<file path="src/rtl/rbst_pkg.sv">
package rbst_pkg;

  // Bus command codes; the numeric values are fixed by the bus.
  typedef enum logic [3:0] {
    CMD_RD_BLK  = 4'h0,
    CMD_WR_BLK  = 4'h1,
    CMD_WR_ONE  = 4'h2,
    CMD_WR_COND = 4'h3,
    CMD_FLUSH   = 4'h4
  } bus_cmd_e;

  typedef enum logic [1:0] {
    OUT_NONE    = 2'd0,
    OUT_INSTALL = 2'd1,
    OUT_REISSUE = 2'd2
  } rply_out_e;

  // Commands whose traffic proves another holder of the block.
  function automatic logic cmd_shares(input logic [3:0] cmd);
    return (cmd == CMD_RD_BLK) || (cmd == CMD_WR_BLK) ||
           (cmd == CMD_WR_ONE) || (cmd == CMD_WR_COND);
  endfunction

  // Packets that commit a write to memory state.
  function automatic logic cmd_stales(input logic [3:0] cmd, input logic is_rply);
    return ((cmd == CMD_WR_ONE)  &&  is_rply) ||
           ((cmd == CMD_WR_COND) &&  is_rply) ||
           ((cmd == CMD_WR_BLK)  && !is_rply);
  endfunction

endpackage

</file>
<file path="src/rtl/rbst_match.sv">
module rbst_match #(
  parameter int ADDR_W    = 16,
  parameter int ID_W      = 4,
  parameter int BLK_WORDS = 8
) (
  input  logic              armed,
  input  logic              blocked,
  input  logic [ADDR_W-1:0] trk_addr,
  input  logic [ID_W-1:0]   my_id,
  input  logic              snp_vld,
  input  logic [3:0]        snp_cmd,
  input  logic              snp_rply,
  input  logic [ID_W-1:0]   snp_id,
  input  logic [ADDR_W-1:0] snp_addr,
  output logic              hit_share,
  output logic              hit_stale
);
  import rbst_pkg::*;

  localparam int OFS_W = $clog2(BLK_WORDS);
  localparam logic [ADDR_W-1:0] BLK_MASK = {{(ADDR_W-OFS_W){1'b1}}, {OFS_W{1'b0}}};

  logic [ADDR_W-1:0] diff;
  logic              addr_eq;
  logic              foreign;
  logic              live;

  always_comb begin
    diff      = trk_addr ^ snp_addr;
    addr_eq   = ~|(diff & BLK_MASK);
    foreign   = (snp_id != my_id);
    live      = armed && !blocked && snp_vld && addr_eq && foreign;
    hit_share = live && cmd_shares(snp_cmd);
    hit_stale = live && cmd_stales(snp_cmd, snp_rply);
  end

endmodule

</file>
<file path="src/rtl/rbst_flags.sv">
module rbst_flags (
  input  logic clk,
  input  logic rst_n,
  input  logic clr,
  input  logic set_share,
  input  logic set_stale,
  output logic share_q,
  output logic stale_q
);

  logic en;
  logic share_d;
  logic stale_d;

  always_comb begin
    en      = clr || set_share || set_stale;
    share_d = clr ? 1'b0 : (share_q || set_share);
    stale_d = clr ? 1'b0 : (stale_q || set_stale);
  end

  always_ff @(posedge clk or negedge rst_n) begin
    if (!rst_n) begin
      share_q <= 1'b0;
      stale_q <= 1'b0;
    end else if (en) begin
      share_q <= share_d;
      stale_q <= stale_d;
    end
  end


  stale_implies_share_chk: assert property (@(posedge clk) disable iff (!rst_n)
    stale_q |-> share_q);


  clear_wins_chk: assert property (@(posedge clk) disable iff (!rst_n)
    clr |=> (!share_q && !stale_q));

endmodule

</file>
<file path="src/rtl/rb_snoop_tracker.sv">
module rb_snoop_tracker #(
  parameter int ADDR_W    = 16,
  parameter int ID_W      = 4,
  parameter int BLK_WORDS = 8
) (
  input  logic              clk,
  input  logic              rst_n,
  input  logic [ID_W-1:0]   my_id,
  input  logic              issue_vld,
  input  logic [ADDR_W-1:0] issue_addr,
  input  logic              snp_vld,
  input  logic [3:0]        snp_cmd,
  input  logic              snp_rply,
  input  logic [ID_W-1:0]   snp_id,
  input  logic [ADDR_W-1:0] snp_addr,
  input  logic              rply_done,
  input  logic              rply_shared,
  output logic              armed,
  output logic              install_vld,
  output logic              install_shared,
  output logic              reissue
);
  import rbst_pkg::*;

  logic              armed_q, armed_d;
  logic [ADDR_W-1:0] addr_q;
  logic              addr_en;
  logic              hit_share, hit_stale;
  logic              share_q, stale_q;
  logic              take;
  logic              flag_clr;
  rply_out_e         out_d;
  logic              inst_shr_d;
  logic              inst_q, inst_shr_q, reis_q;

  rbst_match #(.ADDR_W(ADDR_W), .ID_W(ID_W), .BLK_WORDS(BLK_WORDS)) u_match (
    .armed     (armed_q),
    .blocked   (issue_vld),
    .trk_addr  (addr_q),
    .my_id     (my_id),
    .snp_vld   (snp_vld),
    .snp_cmd   (snp_cmd),
    .snp_rply  (snp_rply),
    .snp_id    (snp_id),
    .snp_addr  (snp_addr),
    .hit_share (hit_share),
    .hit_stale (hit_stale)
  );

  rbst_flags u_flags (
    .clk       (clk),
    .rst_n     (rst_n),
    .clr       (flag_clr),
    .set_share (hit_share),
    .set_stale (hit_stale),
    .share_q   (share_q),
    .stale_q   (stale_q)
  );

  // Next-state logic.
  always_comb begin
    take       = rply_done && armed_q && !issue_vld;
    flag_clr   = issue_vld || take;
    addr_en    = issue_vld;
    armed_d    = armed_q;
    out_d      = OUT_NONE;
    inst_shr_d = 1'b0;
    if (issue_vld) begin
      armed_d = 1'b1;
    end else if (take) begin
      if (stale_q || hit_stale) begin
        out_d = OUT_REISSUE;
      end else begin
        out_d      = OUT_INSTALL;
        inst_shr_d = rply_shared || share_q || hit_share;
        armed_d    = 1'b0;
      end
    end
  end

  // Registers.
  always_ff @(posedge clk or negedge rst_n) begin
    if (!rst_n) begin
      addr_q <= '0;
    end else if (addr_en) begin
      addr_q <= issue_addr;
    end
  end

  always_ff @(posedge clk or negedge rst_n) begin
    if (!rst_n) begin
      armed_q    <= 1'b0;
      inst_q     <= 1'b0;
      inst_shr_q <= 1'b0;
      reis_q     <= 1'b0;
    end else begin
      armed_q    <= armed_d;
      inst_q     <= (out_d == OUT_INSTALL);
      inst_shr_q <= inst_shr_d;
      reis_q     <= (out_d == OUT_REISSUE);
    end
  end

  assign armed          = armed_q;
  assign install_vld    = inst_q;
  assign install_shared = inst_shr_q;
  assign reissue        = reis_q;


  one_result_chk: assert property (@(posedge clk) disable iff (!rst_n)
    !(install_vld && reissue));


  result_needs_arm_chk: assert property (@(posedge clk) disable iff (!rst_n)
    (install_vld || reissue) |-> $past(armed_q));


  install_disarms_chk: assert property (@(posedge clk) disable iff (!rst_n)
    install_vld |-> !armed);


  reissue_keeps_arm_chk: assert property (@(posedge clk) disable iff (!rst_n)
    reissue |-> armed);


  own_id_quiet_chk: assert property (@(posedge clk) disable iff (!rst_n)
    (snp_vld && snp_id == my_id && !share_q) |=> !share_q || $past(issue_vld));


  shared_only_with_install_chk: assert property (@(posedge clk) disable iff (!rst_n)
    install_shared |-> install_vld);

endmodule

</file>
<file path="config.mk">
export PLATFORM = sky130hd
export DESIGN_NAME = rb_snoop_tracker
export DESIGN_NICKNAME = d
export VERILOG_FILES = /design/src/rtl/rbst_pkg.sv /design/src/rtl/rbst_match.sv /design/src/rtl/rbst_flags.sv /design/src/rtl/rb_snoop_tracker.sv
export SDC_FILE = /design/constraint.sdc
export NUM_CORES = 1
export LEC_CHECK = 0
export BUFFER_PORTS_ARGS = -buffer_cell sky130_fd_sc_hd__buf_4
export CORE_MARGIN = 5
export CORE_UTILIZATION = 38
export DETAILED_ROUTE_END_ITERATION = 7
export GPL_ROUTABILITY_DRIVEN = 0
export PLACE_DENSITY = 0.77
export SYNTH_ARGS = -nofsm -noshare
export SYNTH_HDL_FRONTEND = slang
export SYNTH_SLANG_ARGS = --single-unit
</file>
<file path="constraint.sdc">
create_clock -name clk -period 1.6 [get_ports clk]
set_clock_uncertainty 0.05 [all_clocks]
set_input_delay 0.16 -clock clk [delete_from_list [all_inputs] [get_ports clk]]
set_output_delay 0.16 -clock clk [all_outputs]
set_load 0.005 [all_outputs]
</file>
[Word level (Yosys, flattened, before mapping)]
Cells that the tools add are included.
Storage, ports and cells
  bits in registers: 22
  output and inout port bits: 4
  logic and storage cells: 56
Operators by class
  equality and inequality tests: 7
  multiplexer cells: 11
  bitwise logic cells: 1
  reductions and logical operators: 30
Operator list (number)
  XOR 16 bit: 1
  OR reduction 13 bit: 1
  logical OR 1 bit: 12
  logical AND 1 bit: 11
  == test 4 x 2 -> 1 bit, second input constant: 2
  two-way mux 1 bit: 8
  two-way mux 2 bit: 3
  == test 4 x 1 -> 1 bit, second input constant: 1
  zero test 4 bit: 1
  != test 4 bit: 1
  zero test 1 bit: 3
  == test 2 x 1 -> 1 bit, second input constant: 1
  == test 2 bit, second input constant: 1
  != test 2 bit, second input constant: 1
  AND reduction 2 bit: 1
  nonzero test 2 bit: 1

[Longest topological paths before layout]
  word-level depth: 11
  depth in mapped cells: 6
  mapped depth without buffers: 5

[Modules after synthesis]
A second synthesis with hierarchy kept.
Unflattened totals
  cells, all modules: 79
  area total of the unflattened synthesis: 1042.2 um^2
By module, submodules not included
  rb_snoop_tracker: times used 1, cells an instance 47, area each 749.5 um^2, sequential area each 500.5 um^2
  rbst_match: times used 1, cells an instance 28, area each 222.7 um^2, sequential area each 0.0 um^2
  rbst_flags: times used 1, cells an instance 4, area each 70.1 um^2, sequential area each 50.0 um^2

[Worst setup path after synthesis]
OpenSTA, ideal clock, no wires.
  path kind: register to register
  start point: register armed_q (netlist: armed)
  end point: register inst_shr_q (netlist: install_shared)
  setup time: 0.067 ns
  arrival time: 1.713 ns
  setup slack: -0.230 ns
  stages on the path, launching flop included: 6
  path buffers: 0
  period minus slack after synthesis: 1.830 ns
  cell sequence: dfrtp_1 nand4bb_1 or4_1 or4_1 nor2_2 o311a_1
Between the ends
  word-level cells in the longest chain between the ends: 9
  elaborated cells on any way between the ends: 13
  those cells by class: mux: 3; reduce/logical: 10
Ends and longest elaborated chain
  start: declaration: line rb_snoop_tracker.sv:25  | logic armed_q, armed_d;
  start signal: assignment: line rb_snoop_tracker.sv:97  | armed_q <= armed_d;
  logical AND 1 bit (4 in a row): line rbst_match.sv:32  | live = armed && !blocked && snp_vld && addr_eq && foreign;
  logical AND 1 bit (on tied branches): line rbst_match.sv:33, rbst_match.sv:34
  logical OR 1 bit (on tied branches): line rb_snoop_tracker.sv:75, rb_snoop_tracker.sv:71
  two-way mux 1 bit: line rb_snoop_tracker.sv:71  | if (stale_q || hit_stale) begin
  two-way mux 1 bit *: line rb_snoop_tracker.sv:70  | end else if (take) begin
  two-way mux 1 bit *: line rb_snoop_tracker.sv:68  | if (issue_vld) begin
  net inst_shr_d: line rb_snoop_tracker.sv:33  | logic inst_shr_d;
  end signal: assignment: line rb_snoop_tracker.sv:99  | inst_shr_q <= inst_shr_d;
  end: declaration: line rb_snoop_tracker.sv:34  | logic inst_q, inst_shr_q, reis_q;
The timed path passes the listed nets; every way through them passes the cells marked *.
A chain may end at the register's enable or synchronous reset.

[Final worst setup path]
  start point: register addr_q[14]
  end point: register inst_shr_q (netlist: install_shared)
Between the ends
  word-level cells in the longest chain between the ends: 10
  elaborated cells on any way between the ends: 12
  those cells by class: mux: 3; bitwise: 1; reduce/logical: 8
Ends and longest elaborated chain
  start: declaration: line rb_snoop_tracker.sv:26  | logic [ADDR_W-1:0] addr_q;
  start signal: assignment: line rb_snoop_tracker.sv:86  | addr_q <= issue_addr;
  XOR 16 bit *: line rbst_match.sv:29  | diff = trk_addr ^ snp_addr;
  OR reduction 13 bit *: line rbst_match.sv:30  | addr_eq = ~|(diff & BLK_MASK);
  zero test 1 bit *: line rbst_match.sv:30
  logical AND 1 bit * (2 in a row): line rbst_match.sv:32
  logical AND 1 bit (on tied branches): line rbst_match.sv:33, rbst_match.sv:34
  logical OR 1 bit (on tied branches): line rb_snoop_tracker.sv:75, rb_snoop_tracker.sv:71
  two-way mux 1 bit *: line rb_snoop_tracker.sv:71
  two-way mux 1 bit *: line rb_snoop_tracker.sv:70
  two-way mux 1 bit *: line rb_snoop_tracker.sv:68
  net inst_shr_d: line rb_snoop_tracker.sv:33
Marked as above.

==> qor.csv <==
stage,metric,value,unit
final_layout,final_cell_count_no_fill,161,
yosys,ys_seq_area_share,49.93,%
yosys,syn_avg_cell_area,12.37,sq um
routing,drtAntennaViolNets,0,
min_path,hold_class,input pin to register,
critical_path,cp-start-kind,register,
clock_tree,root_buffer,clkbuf_4,
clock_tree,cts_num_sinks,19,
yosys,syn-num-nets,128,
timing,hold_viol,0,
place,place_inst,156,
timing,worst_slack,-332.8,ps
floorplanning,die_area,3607,sq um
timing,rsz0062_at_grt,yes,
place,numPortBuffers,48,
grt,first_global_vias,887,
critical_path,cp_slowest_cell,or4_4,
final_layout,nets,183,
clock_tree,htree_levels,1,
timing,max_freq,517.4,MHz
pwr,pwr-share-comb,24.2,%
yosys,ys_seq_elements,19,
place,dp_hpwl,1816,um
grt,track_usage,13.71,%
clock_tree,cts_tree,built,
min_path,min_from,issue_addr[8],
pwr,cellPowerDensity,704.7,nW/um^2
place,place_ws,-263.1,ps
routing,wl_per_cell,14.31,um
pwr,power_switching,256.5,uW
routing,drt-vias-per-instance,4.919,
timing,period_share,120.8,%
routing,routed_wl,2304,um
routing,drtIter0Drc,21,
timing,finalMaxSlewViolations,0,
critical_path,critPathCaptureType,register,
pwr,p_leak,0.6594,nW
grt,grt_max_degree,20,
pwr,clockPowerShare,22.9,%
routing,drc,0,
critical_path,cp_max_fo,2,
flow_run,drv_cap,0,
routing,dr.pass1.iters,4,
critical_path,crit_type,register to register,
yosys,yosysUniqueCellTypes,25,
clock_tree,clk_latency,290,ps
floorplanning,rows,18,
critical_path,r2r-start,addr_q[14]$_DFFE_PN0P_,
floorplanning,die_h,60.06,um
critical_path,required,1770,ps
pwr,ir_drop,0.6160,mV
grt,grt_pass1_wl,3670,um
critical_path,cp-startpoint,addr_q[14]$_DFFE_PN0P_,
pwr,swShare,25.12,%
floorplanning,start_util,39.15,%
run_status,outcome,finished with violations,
grt,overflow,0,
final_layout,area_growth,52.17,%
critical_path,crit_arrival,2110,ps
clock_tree,numCtsBuffers,3,
pwr,finalPower,1.021,mW
final_layout,insertedDiodeCount,0,
critical_path,slowest_delay,510,ps
timing,tns,-645.6,ps
critical_path,crit_path_cell_trace,xor2_1 > or4_1 > or4_4 > nor2_4 > o311a_1,
yosys,yosysWarningCount,0,
yosys,syn_inst,77,
timing,slew_headroom,58.27,%
clock_tree,cts_buffer_depth,2,
timing,fin_crit,1933,ps
grt,antenna_found_initial,0,
clock_tree,cts.reportedPaths.clkPinSlew,100,ps
pwr,p_int,764.5,uW
floorplanning,core,2432,sq um
timing,tightest_slew,620.2,ps
timing,finalSetupViolations,3,
floorplanning,io_pins,55,
routing,vias,792,
final_layout,final_cell_area,1449,sq um
final_layout,drive_gt1_share,56.49,%
run_status,violations,setup timing,
place,placed_area,1358,sq um
floorplanning,die_width,60.06,um
pwr,seqPwrFrac,52.9,%
yosys,synth.cell_area,952.2,sq um
stage by stage:
| step | util (%) | hold WS, ps |
|---|---|---|
| after global placement | 55.81 | -6.006 |
| after floorplan | - | -185.6 |
| final | 59.57 | 46.45 |
| after detailed placement | 55.81 | -3.467 |
| after global routing | 59.57 | 25.78 |
| after CTS | 57.30 | 35.36 |
placed cells by master (no fill, tap or decap):
master / n
dlygate4sd3_1: 1
nor4_1: 2
xnor2_1: 7
or4_4: 1
nand2_1: 1
o21a_1: 1
nor4_2: 1
clkbuf_4: 3
o311a_1: 1
nor2_4: 1
xor2_1: 10
nor2_1: 1
clkbuf_1: 1
nor2b_1: 1
o21bai_1: 1
or4_1: 2
nor3b_1: 1
a311oi_1: 1
nand4bb_1: 1
inv_1: 2
dfrtp_1: 19
nand3_2: 1
a21oi_1: 2
and2_1: 1
a31oi_4: 1
mux2_2: 13
buf_4: 51
nand4_1: 1
nor3_2: 1
nor4_4: 1
kinds of logic after synthesis:
kind of cell | after synthesis | share of synthesized area [%]
flops | 19 | 49.93
xor+xnor | 17 | 15.64
simple gates | 17 | 11.43
mux | 13 | 15.37
compound gates | 7 | 5.258
buf+inv | 4 | 2.365
repair_timing:
item / in CTS / in global routing
hold buffers: 1 / 0
endpoints found under the setup margin: 3 / 6
gates resized for setup: 0 / 9
endpoints found under the hold margin: 19 / 0
setup buffers: 0 / 0
pin swaps: 0 / 1
worst paths after layout:
check	endpoint	slack [ps]	depth (start not counted)
setup / recovery	install_shared$_DFF_PN0_	-330	5
hold / removal	addr_q[8]$_DFFE_PN0P_	50	2
setup reg to reg	install_shared$_DFF_PN0_	-330	5
hold reg to reg	u_flags.share_q$_DFFE_PN0P_	450	1
max in group asynchronous	addr_q[4]$_DFFE_PN0P_	1080	2
min in group asynchronous	install_vld$_DFF_PN0_	220	2
cells in the mapped netlist:
library cell	count	area, sq um
nor4_1	4	25.02
nand4_1	1	6.260
or4_1	3	22.52
xor2_1	10	87.58
nor2b_1	1	6.260
mux2_2	13	146.4
nand3_1	1	5.000
nor2_1	1	3.750
nor3_1	1	5.000
and2_1	1	6.260
a31oi_1	1	6.260
o21a_1	1	7.510
a21oi_1	2	10.01
xnor2_1	7	61.31
nor2_2	1	6.260
buf_6	1	11.26
inv_1	2	7.510
a311oi_1	1	8.760
nand2_1	1	3.750
o21bai_1	1	7.510
nor3b_1	1	7.510
o311a_1	1	10.01
nand4bb_1	1	11.26
dfrtp_1	19	475.5
clkbuf_1	1	3.750
per-layer routing:
metal | up-vias | wire length [um] | GRT usage, %
li1 | 383 | - | -
met3 | 2 | 217 | 1.944
met2 | 31 | 1201 | 24.54
met4 | 0 | 25 | 6.646
met1 | 376 | 860 | 15.77
met5 | - | 0 | 0
state kept, by name, indices dropped and copies added, names as in the netlist:
signal / flops
reissue: 1
addr_q: 13
u_flags.share_q: 1
install_shared: 1
install_vld: 1
u_flags.stale_q: 1
armed: 1
critical path: cells and delay by family (launching register included):
family,cells,cell delay (ps)
XOR/XNOR,1,160
AND/OR/NAND/NOR,3,1090
AO/OA/AOI/OAI,1,170
flip-flops,1,400
layout make-up:
cell class,count,area (sq um)
Multi-Input combinational cell,54,509.2
Tap cell,30,37.54
Sequential cell,19,475.5
Timing Repair Buffer,52,392.9
Clock buffer,4,26.28
Inverter,2,7.507
Fill cell,201,983.4
power by group through the flow:
stage	combinational [mW]	clock [mW]	sequential, mW
floorplan	0.107	0	0.546
CTS	0.235	0.244	0.541
finish	0.247	0.234	0.541
global placement	0.225	0	0.548
detailed placement	0.232	0	0.551
global route	0.272	0.266	0.546
Note: power is estimated with default switching activity, not from simulation.
